===== src/rtl/audio_ctl_pkg.sv =====
package audio_ctl_pkg;

  localparam int IDX_W   = 4;
  localparam int REG_NUM = 10;

  typedef enum logic [1:0] {
    PH_IDLE = 2'd0,
    PH_RX   = 2'd1,
    PH_ACK  = 2'd2
  } phase_t;

  typedef enum logic [1:0] {
    BK_ADDR = 2'd0,
    BK_SUB  = 2'd1,
    BK_DATA = 2'd2
  } kind_t;

  // Index holds a register: inside the bank and not one of the empty codes.
  function automatic logic idx_writable(input logic [IDX_W-1:0] idx, input int nreg);
    return (int'(idx) < nreg) && (idx != 4'd7) && (idx != 4'd8);
  endfunction

  function automatic logic [7:0] idx_preset(input int idx);
    case (idx)
      0:       return 8'h03;  // first input
      1:       return 8'h3F;  // input attenuation maximum
      2:       return 8'h6F;  // surround off, fixed out, effect max
      3:       return 8'h01;  // phase network
      4:       return 8'h0F;  // bass preset
      5:       return 8'h0E;  // treble preset
      6:       return 8'hFF;  // left speaker muted
      9:       return 8'hFF;  // right speaker muted
      default: return 8'h00;
    endcase
  endfunction

endpackage


===== src/rtl/i2c_line_sync.sv =====
module i2c_line_sync #(
  parameter int STAGES = 2
) (
  input  logic clk,
  input  logic rst_n,
  input  logic scl_i,
  input  logic sda_i,
  output logic scl_lvl,
  output logic sda_lvl,
  output logic scl_rise,
  output logic scl_fall,
  output logic start_det,
  output logic stop_det
);

  logic [STAGES-1:0] scl_ff, sda_ff;
  logic              scl_prev, sda_prev;

  always_ff @(posedge clk or negedge rst_n) begin
    if (!rst_n) begin
      scl_ff   <= '1;
      sda_ff   <= '1;
      scl_prev <= 1'b1;
      sda_prev <= 1'b1;
    end else begin
      scl_ff   <= {scl_ff[STAGES-2:0], scl_i};
      sda_ff   <= {sda_ff[STAGES-2:0], sda_i};
      scl_prev <= scl_ff[STAGES-1];
      sda_prev <= sda_ff[STAGES-1];
    end
  end

  assign scl_lvl   = scl_ff[STAGES-1];
  assign sda_lvl   = sda_ff[STAGES-1];
  assign scl_rise  = scl_lvl & ~scl_prev;
  assign scl_fall  = ~scl_lvl & scl_prev;
  assign start_det = scl_lvl & scl_prev & sda_prev & ~sda_lvl;
  assign stop_det  = scl_lvl & scl_prev & ~sda_prev & sda_lvl;

endmodule


===== src/rtl/i2c_wr_engine.sv =====
module i2c_wr_engine
  import audio_ctl_pkg::*;
#(
  parameter logic [6:0] DEV_ADDR = 7'h40
) (
  input  logic             clk,
  input  logic             rst_n,
  input  logic             scl_rise,
  input  logic             scl_fall,
  input  logic             sda_lvl,
  input  logic             start_det,
  input  logic             stop_det,
  output logic             sda_oe,
  output logic             wr_en,
  output logic [IDX_W-1:0] wr_idx,
  output logic [7:0]       wr_data
);

  localparam logic [7:0] ADDR_BYTE = {DEV_ADDR, 1'b0};

  phase_t           phase_q, phase_d;
  kind_t            kind_q, kind_d;
  logic [3:0]       cnt_q, cnt_d;
  logic [7:0]       shr_q, shr_d;
  logic [IDX_W-1:0] idx_q, idx_d;
  logic             inc_q, inc_d;
  logic             wr_q, wr_d;

  always_comb begin
    phase_d = phase_q;
    kind_d  = kind_q;
    cnt_d   = cnt_q;
    shr_d   = shr_q;
    idx_d   = idx_q;
    inc_d   = inc_q;
    wr_d    = 1'b0;
    if (stop_det) begin
      phase_d = PH_IDLE;
    end else if (start_det) begin
      phase_d = PH_RX;
      kind_d  = BK_ADDR;
      cnt_d   = '0;
    end else begin
      case (phase_q)
        PH_RX: begin
          if (scl_rise) begin
            shr_d = {shr_q[6:0], sda_lvl};
            cnt_d = cnt_q + 4'd1;
          end else if (scl_fall && cnt_q == 4'd8) begin
            if (kind_q == BK_ADDR && shr_q != ADDR_BYTE) phase_d = PH_IDLE;
            else                                         phase_d = PH_ACK;
          end
        end
        PH_ACK: begin
          if (scl_rise) begin
            if (kind_q == BK_SUB) begin
              idx_d = shr_q[IDX_W-1:0];
              inc_d = shr_q[7];
            end
            if (kind_q == BK_DATA) wr_d = 1'b1;
          end else if (scl_fall) begin
            phase_d = PH_RX;
            cnt_d   = '0;
            kind_d  = (kind_q == BK_ADDR) ? BK_SUB : BK_DATA;
            if (kind_q == BK_DATA && inc_q) idx_d = idx_q + 1'b1;
          end
        end
        default: ;
      endcase
    end
  end

  always_ff @(posedge clk or negedge rst_n) begin
    if (!rst_n) begin
      phase_q <= PH_IDLE;
      kind_q  <= BK_ADDR;
      cnt_q   <= '0;
      shr_q   <= '0;
      idx_q   <= '0;
      inc_q   <= 1'b0;
      wr_q    <= 1'b0;
    end else begin
      phase_q <= phase_d;
      kind_q  <= kind_d;
      cnt_q   <= cnt_d;
      shr_q   <= shr_d;
      idx_q   <= idx_d;
      inc_q   <= inc_d;
      wr_q    <= wr_d;
    end
  end

  assign sda_oe  = (phase_q == PH_ACK);
  assign wr_en   = wr_q;
  assign wr_idx  = idx_q;
  assign wr_data = shr_q;

endmodule


===== src/rtl/ctl_reg_bank.sv =====
module ctl_reg_bank
  import audio_ctl_pkg::*;
#(
  parameter int NREG = REG_NUM
) (
  input  logic              clk,
  input  logic              rst_n,
  input  logic              wr_en,
  input  logic [IDX_W-1:0]  wr_idx,
  input  logic [7:0]        wr_data,
  output logic [NREG*8-1:0] regs_flat,
  output logic              upd_stb,
  output logic [IDX_W-1:0]  upd_idx
);

  logic lands;
  assign lands = wr_en & idx_writable(wr_idx, NREG);

  for (genvar g = 0; g < NREG; g++) begin : g_slot
    if (idx_writable(IDX_W'(g), NREG)) begin : g_reg
      logic [7:0] val_q;
      logic       ld;
      assign ld = lands && (wr_idx == IDX_W'(g));
      always_ff @(posedge clk or negedge rst_n) begin
        if (!rst_n)  val_q <= idx_preset(g);
        else if (ld) val_q <= wr_data;
      end
      assign regs_flat[g*8 +: 8] = val_q;
    end else begin : g_empty
      assign regs_flat[g*8 +: 8] = 8'h00;
    end
  end

  always_ff @(posedge clk or negedge rst_n) begin
    if (!rst_n) begin
      upd_stb <= 1'b0;
      upd_idx <= '0;
    end else begin
      upd_stb <= lands;
      if (lands) upd_idx <= wr_idx;
    end
  end

endmodule


===== src/rtl/audio_ctl_i2c_slave.sv =====
module audio_ctl_i2c_slave
  import audio_ctl_pkg::*;
#(
  parameter logic [6:0] DEV_ADDR    = 7'h40,
  parameter int         NREG        = REG_NUM,
  parameter int         SYNC_STAGES = 2
) (
  input  logic              clk,
  input  logic              rst_n,
  input  logic              scl_i,
  input  logic              sda_i,
  output logic              sda_oe_o,
  output logic              upd_stb_o,
  output logic [IDX_W-1:0]  upd_idx_o,
  output logic [NREG*8-1:0] ctl_regs_o
);

  logic [1:0] rst_pipe;
  logic       rst_int_n;

  always_ff @(posedge clk or negedge rst_n) begin
    if (!rst_n) rst_pipe <= 2'b00;
    else        rst_pipe <= {rst_pipe[0], 1'b1};
  end
  assign rst_int_n = rst_pipe[1];

  logic scl_lvl, sda_lvl, scl_rise, scl_fall, start_det, stop_det;
  logic             wr_en;
  logic [IDX_W-1:0] wr_idx;
  logic [7:0]       wr_data;

  i2c_line_sync #(.STAGES(SYNC_STAGES)) u_sync (
    .clk       (clk),
    .rst_n     (rst_int_n),
    .scl_i     (scl_i),
    .sda_i     (sda_i),
    .scl_lvl   (scl_lvl),
    .sda_lvl   (sda_lvl),
    .scl_rise  (scl_rise),
    .scl_fall  (scl_fall),
    .start_det (start_det),
    .stop_det  (stop_det)
  );

  i2c_wr_engine #(.DEV_ADDR(DEV_ADDR)) u_eng (
    .clk       (clk),
    .rst_n     (rst_int_n),
    .scl_rise  (scl_rise),
    .scl_fall  (scl_fall),
    .sda_lvl   (sda_lvl),
    .start_det (start_det),
    .stop_det  (stop_det),
    .sda_oe    (sda_oe_o),
    .wr_en     (wr_en),
    .wr_idx    (wr_idx),
    .wr_data   (wr_data)
  );

  ctl_reg_bank #(.NREG(NREG)) u_bank (
    .clk       (clk),
    .rst_n     (rst_int_n),
    .wr_en     (wr_en),
    .wr_idx    (wr_idx),
    .wr_data   (wr_data),
    .regs_flat (ctl_regs_o),
    .upd_stb   (upd_stb_o),
    .upd_idx   (upd_idx_o)
  );

endmodule


===== config.mk =====
export PLATFORM = sky130hd
export DESIGN_NAME = audio_ctl_i2c_slave
export DESIGN_NICKNAME = d
export VERILOG_FILES = /design/src/rtl/audio_ctl_pkg.sv /design/src/rtl/i2c_line_sync.sv /design/src/rtl/i2c_wr_engine.sv /design/src/rtl/ctl_reg_bank.sv /design/src/rtl/audio_ctl_i2c_slave.sv
export SDC_FILE = /design/constraint.sdc
export NUM_CORES = 1
export LEC_CHECK = 0
export BUFFER_PORTS_ARGS = -buffer_cell sky130_fd_sc_hd__buf_4
export CAP_MARGIN = 20
export CORE_MARGIN = 2
export CORE_UTILIZATION = 50
export CTS_CLUSTER_DIAMETER = 50
export DETAILED_ROUTE_END_ITERATION = 10
export PLACE_DENSITY = 0.79
export SLEW_MARGIN = 20
export SYNTH_ARGS = -nofsm -noshare
export SYNTH_HDL_FRONTEND = slang
export SYNTH_SLANG_ARGS = --single-unit

===== constraint.sdc =====
create_clock -name clk -period 2.8 [get_ports clk]
set_input_delay 0.28 -clock clk [delete_from_list [all_inputs] [get_ports clk]]
set_output_delay 0.28 -clock clk [all_outputs]
set_load 0.1 [all_outputs]

## After elaboration in Yosys (flattened, before gate mapping)

Cells that the tools add are included.

- Muxes and demuxes: 27
- Add/sub/neg operators: 2
- Bitwise logic cells: 14
- Order comparisons: 1
- Reduce and logical (&&, ||, !) cells: 27
- Eq/ne operators: 24

Operators with widths:

| cell | number |
|---|---|
| $mux 4 | 8 |
| $mux 2 | 12 |
| $reduce_and 5->1 | 3 |
| $logic_and 1x1->1 | 13 |
| $eq 4x3->1 const B | 3 |
| $add 4x1->4 const B | 2 |
| $and 1x1->1 | 8 |
| $eq 4x2->1 const B | 2 |
| $eq 4x4->1 const B | 2 |
| $ne 4x3->1 const B | 2 |
| $ne 4x4->1 const B | 2 |
| $ne 8x8->1 const B | 1 |
| $pmux 4 s2 | 1 |
| $reduce_and 4->1 | 2 |
| $reduce_bool 2->1 | 4 |
| $not 1->1 | 6 |
| $reduce_and 6->1 | 1 |
| $mux 1 | 5 |
| $eq 2x1->1 const B | 2 |
| $eq 2x2->1 const B | 2 |
| $eq 4x1->1 const B | 1 |
| $logic_not 4->1 | 1 |
| $lt 4x4->1 const B | 1 |
| $ne 2x1->1 const B | 2 |
| other kinds (9) | 9 |

- Input bits: 4
- Register bits: 99
- Output and inout bits: 86
- Word-level logic and storage cells: 117

## Depth between registers and ports, before layout

Gate-level depths: netlist of run 1.

- Word-level depth: 8
- Depth in mapped cells: 7
- Gate-level depth less buffers: 7

## Modules after synthesis

Synthesis of run 1 repeated with hierarchy kept, for this count alone.

- Cell total of the unflattened synthesis: 313
- Area, all modules: 4,327.9 µm²

Modules (own cells, without submodules):

| module | area an instance (µm²) | seq. area each (µm²) | times used | cells each |
|---|---|---|---|---|
| ctl_reg_bank | 2,900.3 | 1,774.2 | 1 | 191 |
| i2c_wr_engine | 1,183.6 | 550.5 | 1 | 109 |
| i2c_line_sync | 190.2 | 157.7 | 1 | 10 |
| audio_ctl_i2c_slave | 53.8 | 50.0 | 1 | 3 |

## Least setup slack after synthesis of run 1

Ideal clock, no wire load.

- Kind: register to register
- Start point: reg u_eng.phase_q[0]
- End point: reg u_eng.idx_q[2] (netlist: u_eng.wr_idx[2])
- Cell stages (with the launch flop): 8
- Buffers on the path: 1
- Period minus slack after synthesis: 2,493 ps
- Library setup time: 123 ps
- Arrival time: 2,370 ps
- Data required time: 2,677 ps
- Path slack: 307 ps
- Path through: dfrtp_1 > inv_1 > ha_1 > buf_2 > inv_1 > a21o_2 > or4_1 > o221a_2

- Word-level cells in the longest chain between the ends: 2

Ends and longest elaborated chain:

| item | RTL line | RTL |
|---|---|---|
| start, declared | i2c_wr_engine.sv:21 | `phase_t phase_q, phase_d;` |
| start signal, assigned | i2c_wr_engine.sv:83 | `phase_q <= phase_d;` |
| $eq 2x2->1 | n/a |  |
| net sda_oe_o | audio_ctl_i2c_slave.sv:12 | `output logic sda_oe_o,` |
| $reduce_and 6->1 (no source line) | n/a |  |
| end signal, assigned | i2c_wr_engine.sv:87 | `idx_q <= idx_d;` |
| end, declared | i2c_wr_engine.sv:25 | `logic [IDX_W-1:0] idx_q, idx_d;` |

The timed path passes the listed nets, and every way through them passes these cells.
A chain may end at the register's enable or synchronous reset.

## Final worst setup path of run 1

- Start point: reg u_eng.phase_q[0]
- End point: reg u_eng.phase_q[1]

- Word-level cells in the longest chain between the ends: 4
- Elaborated cells between the ends (all ways): 11
- Classes of those cells: eq/ne: 6; mux: 3; reduce/logical: 2

Ends and longest elaborated chain:

| item | RTL line | RTL |
|---|---|---|
| $eq 2x2->1 or $eq 2x1->1 (tied branches) | i2c_wr_engine.sv:44 | `case (phase_q)` |
| $pmux 2 s2 | i2c_wr_engine.sv:44 |  |
| $mux 2 | i2c_wr_engine.sv:39 | `end else if (start_det) begin` |
| $mux 2 | i2c_wr_engine.sv:37 | `if (stop_det) begin` |

Several ways; a longest one is shown, not always the timed one.

==> results of run 1 <==
==> logic make-up (layout without fill, tap and decap cells) <==
family / count (synthesis) / in the layout / synth area share (%)
adder cells (fa/ha/maj): 8 / 8 / 2.225
XOR/XNOR: 1 / 1 / 0.1947
multiplexers: 79 / 79 / 19.69
flip-flops: 99 / 99 / 56.28
buffers and inverters: 48 / 107 / 6.396
other: 2 / 17 / 0.1669
AND/OR/NAND/NOR: 55 / 55 / 9.205
AO/OA/AOI/OAI: 33 / 33 / 5.840
==> synthesized netlist by cell type, types with 4 or more instances <==
cell type / instances / area [um2]
ha_1: 8 / 100.1
o22ai_1: 4 / 25.02
nor2_1: 4 / 15.01
nand2_1: 10 / 37.54
buf_4: 20 / 150.1
mux2_2: 74 / 833.3
inv_1: 13 / 48.80
o21ai_0: 6 / 30.03
buf_6: 4 / 45.04
nand3_1: 5 / 25.02
dfstp_2: 44 / 1156
nor2b_1: 5 / 31.28
clkbuf_1: 9 / 33.78
a21oi_1: 4 / 20.02
dfrtp_1: 55 / 1376
and2_1: 5 / 31.28
==> timing repair <==
item	CTS	global route
hold endpoints to repair	2	2
hold buffers	1	2
setup buffers	0	0
==> flip-flops by register name (all words and copies together) (netlist names) <==
signal,count
u_bank.g_slot.g_reg.val_q,64
u_eng.wr_data,8
u_bank.upd_idx,4
u_eng.cnt_q,4
u_eng.wr_idx,4
rst_pipe,2
u_eng.kind_q,2
u_eng.phase_q,2
u_sync.scl_ff,2
u_sync.sda_ff,2
u_bank.upd_stb,1
u_eng.inc_q,1
u_eng.wr_en,1
u_sync.scl_prev,1
u_sync.sda_prev,1
==> routing by layer <==
metal / vias to the layer above / share of wire [%] / track usage (%)
met5: - / 0 / 0
li1: 1245 / - / -
met3: 18 / 5.1 / 4.610
met1: 1388 / 43 / 26.17
met4: 0 / 2.3 / 8.430
met2: 86 / 50 / 31.44
==> layout make-up <==
type	count	area [um2]	area share, %
Clock inverter	6	70.07	1.330
Tap cell	108	135.1	2.565
Multi-Input combinational cell	193	1735	32.94
Sequential cell	99	2536	48.14
Timing Repair Buffer	78	605.6	11.49
Clock buffer	10	137.6	2.612
Inverter	13	48.80	0.9261
==> per-stage QoR <==
stage	setup slack, ps	total power [uW]
global placement	920.8	1846
detailed placement	877.1	1856
finish	846.6	2787
CTS	857.8	2809
floorplan	307.2	1806
global route	715.8	2888
==> path summary, 6_finish.rpt <==
path	slack [ps]	depth (start not counted)	endpoint	startpoint
max	850	6	u_eng.phase_q[1]	u_eng.phase_q[0]
min	220	2	rst_pipe[1]	rst_n
max reg2reg	850	6	u_eng.phase_q[1]	u_eng.phase_q[0]
min reg2reg	220	0	u_bank.g_slot[2].g_reg.val_q[4]	rst_pipe[1]
max in group asynchronous	1870	1	u_bank.g_slot[4].g_reg.val_q[1]	rst_pipe[1]
min in group clk	360	0	rst_pipe[1]	rst_pipe[0]
==> report_power, final <==
| part | internal, uW | leakage (uW) | total (uW) | switching [uW] |
|---|---|---|---|---|
| sequential | 1480 | 0.00121 | 1570 | 88.0 |
| clock | 447 | 0.000109 | 953 | 506 |
| combinational | 80.4 | 0.00124 | 268 | 188 |
| total | 2010 | 0.00255 | 2790 | 781 |
==> layout by cell type, fill, tap and decap left out, drive strengths merged, types with 6 or more instances in the layout <==
master and n:
mux2 76, buf 75, dfrtp 55, dfstp 44, conb 17, inv 16
nand2 10, clkbuf 10, ha 8, nor2b 7, o21ai 6, and2 6
==> impl_metrics.yaml, run 1 <==
timing:
  grt_setup_unrepaired: "false"
  fin_worst_skew_ps: 14.89
  fin_crit_sh_pct: 69.76
  fin_tns_setup_ps: 0
  setup_violations: 0
  hold_viol: 0
  slew_headroom_pct: 52.83
  fmax_mhz: 511.9
  slew_violations: 0
  hold_ws_ps: 215.7
  min_period_ps: 1953
  worstMarginPinSlew_ps: 703.8
clock_tree:
  cts_buffer_depth: 2
  cts.htree.levels: 3
  cts.sinks: 99
  root_buffer: "clkbuf_8"
  path_clk_slew_ps: 100
  clk_latency_ps: 370
  numCtsBuffers: 9
  cts_tree: "yes"
  cts.repair.resized: 0
final_layout:
  syn_to_final_growth_pct: 17.10
  diodes: 0
  final_cell_area_um2: 5269
  layoutNonFillerInstCount: 507
  drive_gt1_share_pct: 56.39
  n_fill_cell: 644
  fin_util_pct: 60.42
  fin_nets: 406
worst_setup_path:
  arrival_ps: 2210
  crit_path_start_kind: "flip-flop"
  crit_slowest_cell: "dfrtp_1"
  critPathRequiredTime_ps: 3060
  crit_chain: "inv_1, ha_1, nor4bb_1, nand3_1, a21oi_2, mux2_2"
  cp_top_family: "simple AND/OR/NAND/NOR gates"
  path_class: "reg2reg"
  crit_path_max_fanout: 3
  critPathCaptureType: "flip-flop"
  cpPeakStageDelay_ps: 360
  cp.buffers_inverters: 1
synth:
  synth_ff_type: "dfrtp_1"
  syn_avg_cell_area_um2: 13.84
  synth-edff-count: 0
  seq_area_frac_synth_pct: 56.28
  async_flop_share_pct: 100.0
  postSynthRegisterBits: 99
  syn-cell-area_um2: 4499
  synth_cells: 325
  synth_warnings: 0
  ys_types: 54
power:
  total_leakage_power_uw: 0.002551
  ir_drop_uv: 329.3
  power_density_nw_per_um2: 529.0
floorplan:
  design.die.area_um2: 9773
  die_w_um: 98.86
  core_um2: 8721
  start_util_pct: 51.59
  io-pin-count: 90
  dieHeight_um: 98.86
  num_rows: 34
grt:
  grt.total_usage_pct: 19.77
  gr-total-overflow: 0
  antenna_found_initial: 0
  grt_pass1_vias: 2824
  grt_max_degree: 50
  grt_first_pass_wirelength_um: 15000
route:
  drtPass1Iterations: 4
  wire_per_inst_um: 18.11
  dr_total_vias: 2737
  viasPerCell: 5.398
  totalWireLength_um: 9184
  drtIter0Drc: 111
  ant_nets: 0
  drc_errors: 0
status:
  status: "completed"
run:
  drv_cap: 0
place:
  place_area_um2: 5031
  gp_congestion: 0.8042
  dpl.hpwl_um: 6169
  placed_cells: 488
  port_buffers: 73
worst_hold_path:
  min_path_type: "in2async"
No activity file was read; power rests on OpenSTA's default activity.
==> run 2, diff against run 1 <==
ABC_AREA = 1   (was unset)
CORE_UTILIZATION = 54   (was 50)
PLACE_DENSITY = 0.82   (was 0.79)
clock period = 1.8 ns   (was 2.8 ns; I/O delays follow)
==> impl_metrics.yaml, run 2 <==
route:
  drc_errors: 0
  ant_nets: 0
  wire_per_inst_um: 14.46
  totalWireLength_um: 9486
  drtIter0Drc: 147
  drtPass1Iterations: 6
  dr_total_vias: 3316
  viasPerCell: 5.055
timing:
  min_period_ps: 1669
  fin_worst_skew_ps: 13.64
  fin_tns_setup_ps: 0
  setup_violations: 0
  fmax_mhz: 599.1
  hold_viol: 0
  worstMarginPinSlew_ps: 518.4
  grt_setup_unrepaired: "false"
  slew_violations: 0
  fin_crit_sh_pct: 92.73
  slew_headroom_pct: 65.44
clock_tree:
  path_clk_slew_ps: 90
  cts.sinks: 99
  cts_buffer_depth: 2
  cts_tree: "yes"
  numCtsBuffers: 9
  clk_latency_ps: 360
  cts.htree.levels: 3
  root_buffer: "clkbuf_8"
power:
  power_density_nw_per_um2: 1039
  total_leakage_power_uw: 0.002522
  ir_drop_uv: 792.4
grt:
  grt.total_usage_pct: 22.88
  antenna_found_initial: 0
  grt_first_pass_wirelength_um: 15390
  gr-total-overflow: 0
  grt_max_degree: 39
  grt_pass1_vias: 3129
place:
  gp_congestion: 0.9100
  port_buffers: 73
  dpl.hpwl_um: 6715
  placed_cells: 636
worst_setup_path:
  path_class: "reg2reg"
  critPathCaptureType: "flip-flop"
  crit_path_max_fanout: 8
  crit_path_start_kind: "flip-flop"
  critPathRequiredTime_ps: 2040
  arrival_ps: 1910
synth:
  synth.top_cell.area_share_pct: 31.84
  yosysTopAreaCell: "dfrtp_1"
  synth_cells: 464
  synth_warnings: 0
  ys_types: 25
  synth-edff-count: 0
  synthTopCellsByArea: "dfrtp_1 32%, dfstp_2 27%, nand2_1 12%"
  seq_area_frac_synth_pct: 58.58
  synth_ff_type: "dfrtp_1"
  syn-cell-area_um2: 4323
  postSynthRegisterBits: 99
  async_flop_share_pct: 100.0
  synth.most_common_cell: "nand2_1"
  synthTopCellsByCount: "140 x nand2_1, 55 x dfrtp_1, 45 x o21ai_1"
  syn_avg_cell_area_um2: 9.317
final_layout:
  layoutNonFillerInstCount: 656
  syn_to_final_growth_pct: 19.94
  top_register: "u_bank.g_slot.g_reg.val_q"
  layout_common_cells: "138 x nand2_1, 81 x buf_4, 53 x dfrtp_1"
  largest_reg_flops: 64
  mostFrequentLayoutCell: "nand2_1"
  diodes: 0
  drive_gt1_share_pct: 29.78
  fin_nets: 561
worst_hold_path:
  min_path_type: "in2async"
floorplan:
  die_w_um: 93.47
  core_um2: 7727
  design.die.area_um2: 8737
  num_rows: 32
  dieHeight_um: 93.47
  start_util_pct: 55.94
  io-pin-count: 90
status:
  status: "completed"
run:
  drv_cap: 0
run 2: cell types whose count changed after synthesis, sizes merged, moves of 9 or more:
cell and change:
nand2 +136, nor2 +34, nand3 +9, mux2 -76
o21ai +81, inv +23
run 2: final timing paths:
kind,cells past startpoint,from,endpoint,slack [ps]
max,8,u_eng.wr_idx[0],u_bank.upd_idx[2],130
min,2,rst_n,rst_pipe[1],150
max reg2reg,8,u_eng.wr_idx[0],u_bank.upd_idx[2],130
min reg2reg,0,rst_pipe[1],u_bank.g_slot[3].g_reg.val_q[1],320
max in group asynchronous,1,rst_pipe[1],u_bank.g_slot[2].g_reg.val_q[0],860
min in group clk,0,rst_pipe[0],rst_pipe[1],360
run 2: what timing repair did:
action | CTS | global route
endpoints found under the setup margin | 0 | 19
hold buffers | 3 | 0
gates resized for setup | 0 | 4
buffers inserted | 0 | 1
endpoints found under the hold margin | 4 | 0
run 2: final cells by class:
cell class / instances / area, um2
Fill cell: 624 / 2542
Sequential cell: 99 / 2537
Multi-Input combinational cell: 317 / 1511
Timing Repair Buffer: 86 / 678.2
Clock buffer: 11 / 152.6
Inverter: 36 / 135.1
Tap cell: 102 / 127.6
Clock inverter: 5 / 42.54
run 2: cell families (layout without fill, tap and decap cells):
family,Yosys count,after routing,share of synthesized area [%]
and+or+nand+nor,203,203,19.88
DFF,99,99,58.58
AOI/OAI and AO/OA,88,88,10.85
buffers and inverters,63,138,7.988
adders and majority gates,8,8,2.316
other,2,17,0.1737
xor gates and xnor gates,1,1,0.2026
run 2: through the flow:
step	hold slack, ps	instance area, um2	utilization (%)	power [uW]	setup slack [ps]
floorplan	-115.6	4383	-	3658	12.84
global placement	-37.74	4943	63.97	3944	228.4
detailed placement	-37.05	4943	63.97	3994	132.9
CTS	114.1	5169	66.89	5386	125.5
global route	129.8	5185	67.10	5678	0.8626
finish	146.1	5185	67.10	5387	130.9
run 2: where the power goes:
group          total, uW  switching [uW]  internal (uW)
clock network       1390             790            602
registers           2560             163           2400
logic               1430            1050            375
total               5390            2010           3380
run 2: metal layers:
metal,track usage (%),wire [um],vias up,part of all wire [%]
met1,31.96,4144,1583,44
met3,5.077,547,8,5.8
met4,5.147,85,0,0.90
li1,-,-,1624,-
met5,0,0,-,0
met2,36.93,4709,101,50
run 2: worst max-delay path, stage by stage, from the launching register on:
cell,delay (ps)
dfrtp_1,420
inv_1,110
ha_1,220
inv_1,110
nor2_2,90
nor2_8,250
inv_1,180
nand2_1,90
o21ai_0,80
